===== config.mk =====
export PLATFORM = sky130hd
export DESIGN_NAME = irq_status_agg
export DESIGN_NICKNAME = d
export VERILOG_FILES = /design/src/rtl/irq_agg_pkg.sv /design/src/rtl/irq_flag_bank.sv /design/src/rtl/irq_reg_port.sv /design/src/rtl/irq_out_gate.sv /design/src/rtl/irq_status_agg.sv
export SDC_FILE = /design/constraint.sdc
export NUM_CORES = 1
export LEC_CHECK = 0
export BUFFER_PORTS_ARGS = -buffer_cell sky130_fd_sc_hd__buf_2
export CAP_MARGIN = 10
export CORE_UTILIZATION = 36
export CTS_BUF_LIST = sky130_fd_sc_hd__clkbuf_8
export CTS_CLUSTER_SIZE = 24
export DETAILED_ROUTE_END_ITERATION = 10
export GPL_TIMING_DRIVEN = 0
export PLACE_DENSITY = 0.92
export SYNTH_ARGS = -nofsm -noshare
export SYNTH_HDL_FRONTEND = slang
export SYNTH_SLANG_ARGS = --single-unit

===== constraint.sdc =====
create_clock -name clk -period 2.23 [get_ports clk]
set_input_delay 0.223 -clock clk [delete_from_list [all_inputs] [get_ports clk]]
set_output_delay 0.223 -clock clk [all_outputs]
set_load 0.005 [all_outputs]

===== src/rtl/irq_agg_pkg.sv =====
package irq_agg_pkg;
   localparam int unsigned SRC_N    = 3;
   localparam int unsigned FLAG_W   = SRC_N + 1;
   localparam int unsigned IDX_SUM  = 0;
   localparam int unsigned IDX_DESC = 1;
   localparam int unsigned IDX_PKT  = 2;
   localparam int unsigned IDX_ACC  = 3;
   typedef logic [SRC_N-1:0]  src_vec_t;
   typedef logic [FLAG_W-1:0] flag_word_t;
endpackage


===== src/rtl/irq_flag_bank.sv =====
module irq_flag_bank #(
   parameter int unsigned N = 3
) (
   input  logic         clk,
   input  logic         rst_n,
   input  logic [N-1:0] set_vec,
   input  logic [N-1:0] clr_vec,
   output logic [N-1:0] flags
);
   if (N < 1) begin : g_bad_n
      $error("irq_flag_bank: N must be at least 1");
   end

   for (genvar i = 0; i < N; i++) begin : g_cell
      always_ff @(posedge clk or negedge rst_n) begin
         if (!rst_n)
            flags[i] <= 1'b0;
         else if (set_vec[i])
            flags[i] <= 1'b1;
         else if (clr_vec[i])
            flags[i] <= 1'b0;
      end
   end
endmodule


===== src/rtl/irq_reg_port.sv =====
module irq_reg_port
   import irq_agg_pkg::*;
#(
   parameter int unsigned DATA_W   = 32,
   parameter int unsigned ADDR_W   = 4,
   parameter int unsigned STS_ADDR = 0,
   parameter int unsigned EN_ADDR  = 4
) (
   input  logic              clk,
   input  logic              rst_n,
   input  logic [ADDR_W-1:0] reg_addr,
   input  logic              reg_wr,
   input  logic [DATA_W-1:0] reg_wdata,
   input  flag_word_t        sts_word,
   output src_vec_t          clr_vec,
   output flag_word_t        en_q,
   output logic [DATA_W-1:0] reg_rdata
);
   localparam logic [ADDR_W-1:0] STS_A = ADDR_W'(STS_ADDR);
   localparam logic [ADDR_W-1:0] EN_A  = ADDR_W'(EN_ADDR);

   if (DATA_W < FLAG_W) begin : g_bad_w
      $error("irq_reg_port: DATA_W too narrow for the flag word");
   end
   if (STS_ADDR == EN_ADDR) begin : g_bad_a
      $error("irq_reg_port: status and enable addresses collide");
   end
   if (STS_ADDR >= (1 << ADDR_W) || EN_ADDR >= (1 << ADDR_W)) begin : g_bad_r
      $error("irq_reg_port: address does not fit ADDR_W");
   end

   logic sel_sts, sel_en;
   assign sel_sts = (reg_addr == STS_A);
   assign sel_en  = (reg_addr == EN_A);

   // clearing needs the source bit and the summary bit together
   always_comb begin
      for (int i = 0; i < SRC_N; i++)
         clr_vec[i] = reg_wr & sel_sts & reg_wdata[i+1] & reg_wdata[IDX_SUM];
   end

   always_ff @(posedge clk or negedge rst_n) begin
      if (!rst_n)
         en_q <= '0;
      else if (reg_wr && sel_en)
         en_q <= reg_wdata[FLAG_W-1:0];
   end

   if (DATA_W > FLAG_W) begin : g_hi
      logic unused_hi;
      assign unused_hi = ^reg_wdata[DATA_W-1:FLAG_W];
   end

   always_comb begin
      reg_rdata = '0;
      if (sel_sts)
         reg_rdata[FLAG_W-1:0] = sts_word;
      else if (sel_en)
         reg_rdata[FLAG_W-1:0] = en_q;
   end
endmodule


===== src/rtl/irq_out_gate.sv =====
module irq_out_gate
   import irq_agg_pkg::*;
#(
   parameter bit IRQ_REG = 1'b0
) (
   input  logic       clk,
   input  logic       rst_n,
   input  src_vec_t   flags,
   input  flag_word_t en_q,
   output logic       irq
);
   logic want;
   assign want = en_q[IDX_SUM] & (|(flags & en_q[FLAG_W-1:1]));

   if (IRQ_REG) begin : g_reg
      always_ff @(posedge clk or negedge rst_n) begin
         if (!rst_n) irq <= 1'b0;
         else        irq <= want;
      end
   end else begin : g_comb
      assign irq = want;
   end
endmodule


===== src/rtl/irq_status_agg.sv =====
module irq_status_agg
   import irq_agg_pkg::*;
#(
   parameter int unsigned DATA_W   = 32,
   parameter int unsigned ADDR_W   = 4,
   parameter int unsigned STS_ADDR = 0,
   parameter int unsigned EN_ADDR  = 4,
   parameter bit          IRQ_REG  = 1'b0
) (
   input  logic              clk,
   input  logic              rst_n,
   input  logic              evt_acc_err,
   input  logic              evt_pkt_done,
   input  logic              evt_desc_done,
   input  logic [ADDR_W-1:0] reg_addr,
   input  logic              reg_wr,
   input  logic [DATA_W-1:0] reg_wdata,
   output logic [DATA_W-1:0] reg_rdata,
   output logic              irq
);
   src_vec_t   set_vec, clr_vec, flags;
   flag_word_t en_q, sts_word;

   // source order follows status bits 3..1
   assign set_vec  = {evt_acc_err, evt_pkt_done, evt_desc_done};
   assign sts_word = {flags, |flags};

   irq_flag_bank #(.N(SRC_N)) flag_i (
      .clk(clk), .rst_n(rst_n), .set_vec(set_vec), .clr_vec(clr_vec), .flags(flags)
   );

   irq_reg_port #(
      .DATA_W(DATA_W), .ADDR_W(ADDR_W), .STS_ADDR(STS_ADDR), .EN_ADDR(EN_ADDR)
   ) port_i (
      .clk(clk), .rst_n(rst_n), .reg_addr(reg_addr), .reg_wr(reg_wr),
      .reg_wdata(reg_wdata), .sts_word(sts_word), .clr_vec(clr_vec),
      .en_q(en_q), .reg_rdata(reg_rdata)
   );

   irq_out_gate #(.IRQ_REG(IRQ_REG)) gate_i (
      .clk(clk), .rst_n(rst_n), .flags(flags), .en_q(en_q), .irq(irq)
   );
endmodule


* Word-level counts from Yosys, hierarchy flattened
Index checks and enable logic that the tools add are counted.
** Storage, ports and cells
- Register bits :: 7
- Input port bits :: 42
- Output and inout port bits :: 33
- Logic and storage cells :: 29
** Operators by class
- Eq/ne operators :: 1
- Mux-type cells :: 8
- Bitwise gates (word level) :: 9
- Reductions and logical operators :: 7
** Operator list (number)
- AND 1 bit :: 8
- two-way mux 4 bit :: 2
- two-way mux 1 bit :: 6
- nonzero test 2 bit :: 3
- OR reduction 3 bit :: 2
- == test 4 x 3 -> 1 bit (second input constant) :: 1
- logical NOT 4 bit :: 1
- AND 3 bit :: 1
- logical AND 1 bit :: 1

* Depth between registers and ports, before layout
Gate-level depths: netlist of run 1.
- Depth after elaboration :: 6
- Gate-level depth with buffers :: 4

* Cells and area by module
Synthesis of run 1 repeated with hierarchy kept, for this count alone.
** Second synthesis, totals
- Cell total of the unflattened synthesis :: 66
- Area, all modules :: 604.3 um^2
** By module, submodules not included
- irq_reg_port :: times used 1, cells an instance 54, area each 473.0 um^2
- irq_flag_bank :: times used 1, cells an instance 9, area each 108.9 um^2
- irq_out_gate :: times used 1, cells an instance 2, area each 16.3 um^2
- irq_status_agg :: times used 1, cells an instance 1, area each 6.3 um^2

* Worst setup path before layout of run 1
Ideal clock, no wire load.
- Path type :: input port to output port
- From :: input port reg_addr[3]
- To :: output port reg_rdata[1]
- Arrival time :: 0.844 ns
- Required time :: 2.007 ns
- Path slack :: 1.163 ns
- Stages on the path :: 2
- Buffers on the path :: 0
- Cells stage by stage :: or3_2 nor2_1
** On the way
- Cells in the longest elaborated chain, start to end :: 3
- Elaborated cells between the ends (all ways) :: 4
** Ends and longest elaborated chain
- start: declaration :: line irq_status_agg.sv:15 : input logic [ADDR_W-1:0] reg_addr,
- == test 4 x 3 -> 1 bit :: line irq_reg_port.sv:34 : assign sel_en = (reg_addr == EN_A);
- two-way mux 4 bit :: line irq_reg_port.sv:58 : else if (sel_en)
- two-way mux 4 bit * :: line irq_reg_port.sv:56 : if (sel_sts)
- end: declaration :: line irq_status_agg.sv:18 : output logic [DATA_W-1:0] reg_rdata,
Mark *: on every way between the ends. The rest lies on a longest branch, timed or not.

* Final worst setup path of run 1
- From :: register flag_i.flags[1]
- To :: output port reg_rdata[0]
** On the way
- Cells in the longest elaborated chain, start to end :: 2
** Ends and longest elaborated chain
- start: declaration :: line irq_flag_bank.sv:8 : output logic [N-1:0] flags
- start signal: indexed assignment :: line irq_flag_bank.sv:17 : flags[i] <= 1'b0;
- start signal: indexed assignment :: line irq_flag_bank.sv:19 : flags[i] <= 1'b1;
- start signal: indexed assignment :: line irq_flag_bank.sv:21 : flags[i] <= 1'b0;
- OR reduction 3 bit :: line irq_status_agg.sv:26 : assign sts_word = {flags, |flags};
- two-way mux 4 bit :: line irq_reg_port.sv:56
No other way between the ends.

==> summary.md, run 1 <==
| Metric | Value |
|---|---|
| Root buffer cell | sky130_fd_sc_hd__clkbuf_8 |
| Worst-path cell chain | o41ai_1 > a21oi_1 > buf_2 |
| Post-detailed-route count of antenna-violating nets | 0 |
| Die height | 43.4 um |
| Number of port buffers | 17 |
| Placeable Area | 0.00156 mm^2 |
| Endpoint class of the critical path | primary output |
| Maximum number of pins on one net before global-route repair | 8 |
| Width of the die | 43.4 um |
| Arrival time worst endpoint | 1250 ps |
| Vias per Instance | 3.94 |
| Pins Over Slew Limit | 0 |
| Post-CTS repair timing setup buffer count | 0 |
| Violated checks | design-rule violations |
| Largest stage delay on the critical path | 420 ps |
| Post-route DRC violation count | 11 |
| Yosys Warn Count | 0 |
| Number of max-cap violations | 0 |
| Via count of the first global-routing pass | 383 |
| Share of total power in sequential cells | 34.8% |
| Minimum clock period | 1470 ps |
| Initial standard-cell utilization of the core | 39.5% |
| Required time worst endpoint | 2010 ps |
| Setup-failing EPs final | 0 |
| Internal Pwr Total | 0.000343 W |
| TritonCTS clock tree | yes |
| All-Layer GR Usage | 12.7% |
| Share of layout cells above drive strength 1 | 50.5% |
| Net count, final | 154 |
| Slowest CP cell | sky130_fd_sc_hd__dfrtp_1 |
| Number of placement rows | 14 |
| Type of the most critical hold path | in -> reg |
| Buffer depth of the longest clock path | 2 |
| Power per cell area | 524 mW/mm^2 |
| CP Class | reg -> out |
| Worst IR Drop VDD | 292 uV |
| Switching part of the total power | 25.3% |
| Maximum fanout along the worst path | 4 |
| Sum of negative setup slack | 0 ps |
| Vias after detailed routing | 501 |
| Worst Clk Skew | 0 ps |
| Count of cells resized by post-cts repair | 0 |
| Combinational cell fraction of total power | 27.8% |
| Top Ports | 75 |
| Crit start category | flop |
| Die area | 0.00188 mm^2 |
| Unrepaired setup endpoints after global routing | false |
| Number of search-and-repair iterations in the first detailed-routing pass | 8 |
| Min-delay src | evt_acc_err |
| Synthesis-to-finish area growth | 42.5% |
| Fmax | 0.679 GHz |
| Crit Reg-Reg Startpoint | port_i.en_q[1] |
| TritonCTS buffer count | 3 |
| Cts-stage hold buffer count | 1 |
| Worst reg2reg setup slack | 1450 ps |
| Crit path buf inv count | 1 |
| Level count of the clock H-tree | 1 |
| Inst Count DP | 122 |
| Total routed wirelength | 1.08 mm |
| Reg2reg end | port_i.en_q[1] |
| Number of stages on the worst hold path | 2 |
| Total global routing overflow | 0 |
| Gate count of the mapped netlist | 62 |
| Final Hold Vio Count | 0 |
| Count of filler cells inserted in the layout | 145 |
| Number of diodes added for antenna fixing | 0 |
| Number of register bits inferred by synthesis | 7 |
| Worst reg-to-reg path cell count | 1 |
| Clock network fraction of total power | 37.4% |
| Mapped Area | 616 um^2 |
| Period utilization | 66.0% |
| Leakage | 0.516 nW |
| Count of distinct cell types in the synthesized netlist | 17 |
| Syn avg cell area | 9.93 um^2 |
| Finished Layout Cells | 127 |
| Share of synthesized area occupied by flip-flops and latches | 28.5% |
| Clock latency at the later pin of the worst-skew pair | 220 ps |
| Family with the most delay on the worst path | compound AO/OA/AOI/OAI gates |
| Commonest cells after routing, fill and taps aside | sky130_fd_sc_hd__buf_4, sky130_fd_sc_hd__conb_1, sky130_fd_sc_hd__buf_2 |
| Endpoint with the worst hold slack | flag_i.flags[2] |
| Total Power | 0.000459 W |
| Sw power | 0.000116 W |
| Result of the run | finished, violations left |
| Number of antenna violations at the first check in global routing | 0 |
| GPL Wtd Cong | 0.837 |
| Number of sinks handled by clock tree synthesis | 7 |
| Avg WL per Cell | 8.50 um |
| Clock-pin slew of the registers on the worst-case setup and hold paths | 40 ps |
| First-pass GRT wire length | 1.72 mm |
| First DRT Iteration DRCs | 23 |
[logic make-up (layout without fill, tap and decap cells)]
kind of cell           Yosys count  count (layout)  synth area share, %
muxes                            7               7                 14.6
DFF                              7               7                 28.5
and+or+nand+nor                 11              11                 13.2
buffers and inverters           30              52                 35.6
AOI/OAI and AO/OA                6               6                 7.52
other                            1              28                0.609
[sequential cells by signal, summed over array words and instances (netlist names)]
name and cells:
flag_i.flags 3, port_i.en_q 4
[layout make-up]
cell class,count,area [um^2],share of cell area [%]
multi-input cells,52,323,36.8
plain buffers,29,215,24.5
flip-flops and latches,7,175,20.0
repair buffers,18,95.1,10.8
clock buffers,3,41.3,4.71
well taps,16,20.0,2.28
clock inverters,1,3.75,0.428
inverters,1,3.75,0.428
[metrics by stage]
| stage | hold WS, ps | setup WS, ps | utilization, % | area [um^2] |
|---|---|---|---|---|
| 6_report | 174 | 758 | 56.3 | 877 |
| 5_1_grt | 187 | 658 | 56.3 | 877 |
| 4_1_cts | 169 | 764 | 56.3 | 877 |
| 3_5_place_dp | 61.5 | 935 | 52.7 | 822 |
| 3_3_place_gp | 56.3 | 941 | 52.7 | 822 |
| 2_1_floorplan | -72.6 | 1160 | - | 717 |
[how the worst max path moves through the flow]
stage / end / cells past startpoint / slack (ps) / from
floorplan: reg_rdata[1] / 2 / 1160 / reg_addr[3]
global placement: reg_rdata[3] / 4 / 940 / reg_addr[3]
detailed placement: reg_rdata[2] / 4 / 940 / reg_addr[3]
CTS: reg_rdata[0] / 3 / 760 / flag_i.flags[1]
global route: reg_rdata[0] / 3 / 660 / flag_i.flags[1]
finish: reg_rdata[0] / 3 / 760 / flag_i.flags[1]
[Yosys cell counts]
cell / number / area [um^2]
sky130_fd_sc_hd__o41ai_1: 1 / 8.76
sky130_fd_sc_hd__a21o_1: 3 / 22.5
sky130_fd_sc_hd__conb_1: 1 / 3.75
sky130_fd_sc_hd__a21oi_1: 1 / 5.00
sky130_fd_sc_hd__nand4_1: 3 / 18.8
sky130_fd_sc_hd__a222oi_1: 1 / 10.0
sky130_fd_sc_hd__nor2b_1: 1 / 6.26
sky130_fd_sc_hd__mux2_4: 4 / 60.1
sky130_fd_sc_hd__nor3_4: 1 / 16.3
sky130_fd_sc_hd__buf_4: 28 / 210
sky130_fd_sc_hd__mux2i_1: 3 / 30.0
sky130_fd_sc_hd__dfrtp_1: 7 / 175
sky130_fd_sc_hd__nand3_4: 1 / 17.5
sky130_fd_sc_hd__inv_1: 1 / 3.75
sky130_fd_sc_hd__or3_2: 1 / 7.51
sky130_fd_sc_hd__nor2_1: 4 / 15.0
sky130_fd_sc_hd__buf_2: 1 / 5.00
[routing by layer]
metal,wire [um],GRT usage (%)
met5,0,0
met3,151,2.92
met1,436,16.4
met4,0,7.50
met2,491,19.4
[power groups by stage]
stage	logic [W]	registers, W	clock network [W]
final	0.000128	0.000160	0.000172
after global routing	0.000141	0.000162	0.000186
after CTS	0.000126	0.000160	0.000179
after detailed placement	0.000124	0.000161	0
after global placement	0.000122	0.000159	0
after floorplan	0.0000960	0.000156	0
Note: power is estimated with default switching activity, not from simulation.
==> run 2, diff against run 1 <==
- CORE_UTILIZATION: 36 -> 30
- PLACE_DENSITY: 0.92 -> 0.82
- clock period: 2.23 -> 1.3 ns (I/O delays scaled with it)
==> summary.md, run 2 (synthesized netlist as in run 1, its figures left out) <==
| Metric | Value |
|---|---|
| Result of the run | finished, violations left |
| Violated checks | negative setup slack |
| Final Hold Vio Count | 0 |
| Maximum fanout along the worst path | 4 |
| Post-route DRC violation count | 0 |
| Number of search-and-repair iterations in the first detailed-routing pass | 4 |
| Initial standard-cell utilization of the core | 31.7% |
| Share of layout cells above drive strength 1 | 52.2% |
| Fmax | 0.747 GHz |
| Clock-pin slew of the registers on the worst-case setup and hold paths | 40 ps |
| Number of placement rows | 16 |
| TritonCTS buffer count | 3 |
| Arrival time worst endpoint | 1210 ps |
| Unrepaired setup endpoints after global routing | true |
| Internal Pwr Total | 0.000599 W |
| Share of total power in sequential cells | 33.8% |
| Worst Clk Skew | 0 ps |
| Type of the most critical hold path | in -> reg |
| Period utilization | 103% |
| First-pass GRT wire length | 1.61 mm |
| Place WS | 141 ps |
| Vias after detailed routing | 495 |
| Maximum number of pins on one net before global-route repair | 8 |
| Buffer depth of the longest clock path | 2 |
| Clock latency at the later pin of the worst-skew pair | 220 ps |
| Crit start category | flop |
| GPL Wtd Cong | 0.840 |
| CP Class | reg -> out |
| Avg WL per Cell | 8.17 um |
| Pins Over Slew Limit | 0 |
| All-Layer GR Usage | 11.0% |
| Synthesis-to-finish area growth | 48.4% |
| Number of port buffers | 17 |
| TritonCTS clock tree | yes |
| Biggest register | port_i.en_q |
| Family with the most delay on the worst path | flip-flops |
| Net count, final | 156 |
| Die area | 0.00224 mm^2 |
| Layout Utilization | 47.0% |
| Switching part of the total power | 25.3% |
| Worst-path cell chain | o41ai_2 > a21oi_1 > buf_2 |
| Setup-failing EPs final | 2 |
| Crit path buf inv count | 1 |
| Total routed wirelength | 1.14 mm |
| Via count of the first global-routing pass | 383 |
| Root buffer cell | sky130_fd_sc_hd__clkbuf_8 |
| Commonest cells after routing, fill and taps aside | sky130_fd_sc_hd__buf_4, sky130_fd_sc_hd__conb_1, sky130_fd_sc_hd__buf_2 |
| Leakage | 0.526 nW |
| Placeable Area | 0.00194 mm^2 |
| Number of antenna violations at the first check in global routing | 0 |
| Number of diodes added for antenna fixing | 0 |
| Vias per Instance | 3.54 |
| Slack of the critical path | -38.8 ps |
| Total global routing overflow | 0 |
| Top Ports | 75 |
| Required time worst endpoint | 1170 ps |
| Sw power | 0.000203 W |
| Power per cell area | 877 mW/mm^2 |
| Count of filler cells inserted in the layout | 210 |
| Level count of the clock H-tree | 1 |
| Minimum clock period | 1340 ps |
| Slowest CP cell | sky130_fd_sc_hd__dfrtp_1 |
| Number of sinks handled by clock tree synthesis | 7 |
| Number of flip-flops in the largest register | 4 |
| Largest registers in the final layout | port_i.en_q: 4 flops, flag_i.flags: 3 flops |
| Endpoint class of the critical path | primary output |
| First DRT Iteration DRCs | 3 |
| Clock network fraction of total power | 37.1% |
| Combinational cell fraction of total power | 29.1% |
| Post-DP HPWL | 925 um |
| Most common library cell in the layout ignoring fill and taps | sky130_fd_sc_hd__buf_4 |
| Number of max-cap violations | 0 |
| Post-detailed-route count of antenna-violating nets | 0 |
| Worst reg2reg setup slack | 430 ps |
| Die height | 47.3 um |
| Width of the die | 47.3 um |
| Largest stage delay on the critical path | 430 ps |
| Total Power | 0.000801 W |
| Worst IR Drop VDD | 516 uV |
## run 2: changes by cell type in the layout (fill, tap and decap cells not counted)
cell,delta
sky130_fd_sc_hd__buf_4,+2
sky130_fd_sc_hd__o41ai_1,-1
sky130_fd_sc_hd__o41ai_2,+1
## run 2: layout make-up
class	count	area, um^2	share of cell area, %
clock buffer	3	41.3	4.52
sequential	7	175	19.2
tap	27	33.8	3.70
clock inverter	1	3.75	0.411
multi-input combinational	52	330	36.2
timing repair buffer	20	110	12.1
inverter	1	3.75	0.411
buffer	29	215	23.6
## run 2: path summary, 6_finish.rpt
| kind | startpoint | endpoint | cells after the start |
|---|---|---|---|
| setup reg to reg | port_i.en_q[2] | port_i.en_q[2] | 2 |
| hold reg to reg | port_i.en_q[0] | port_i.en_q[0] | 1 |
| setup / recovery | flag_i.flags[0] | reg_rdata[0] | 3 |
| max in group asynchronous | rst_n | port_i.en_q[1] | 2 |
| hold / removal | evt_acc_err | flag_i.flags[2] | 2 |
| min in group asynchronous | rst_n | port_i.en_q[3] | 2 |
## run 2: timing repair
item	CTS	global route
pin swaps	1	1
setup buffers	1	1
hold buffers	1	0
hold endpoints to repair	7	0
endpoints found under the setup margin	2	2
gates resized for setup	1	0
## run 2: metrics by stage
step           setup TNS [ps]  hold slack, ps  instance area, um^2  std cells
2_1_floorplan               0            -166                  717         89
3_3_place_gp                0           -36.5                  836        133
3_5_place_dp                0           -31.9                  836        133
4_1_cts                 -10.5            83.0                  906        139
5_1_grt                  -130            85.9                  913        140
6_report                -43.8            81.7                  913        140
## run 2: power by group through the flow
stage	Sequential, W	Combinational [W]	Clock (W)
finish	0.000271	0.000234	0.000297
global route	0.000274	0.000262	0.000316
CTS	0.000273	0.000219	0.000302
detailed placement	0.000276	0.000215	0
global placement	0.000273	0.000211	0
floorplan	0.000267	0.000165	0
## run 2: per-layer routing
layer  vias up  global-route usage [%]  part of all wire [%]
li1        255                       -                     -
met1       201                    13.7                    43
met4         0                    10.3                   3.3
met3         4                    1.54                    14
met5         -                       0                     0
met2        35                    16.2                    40
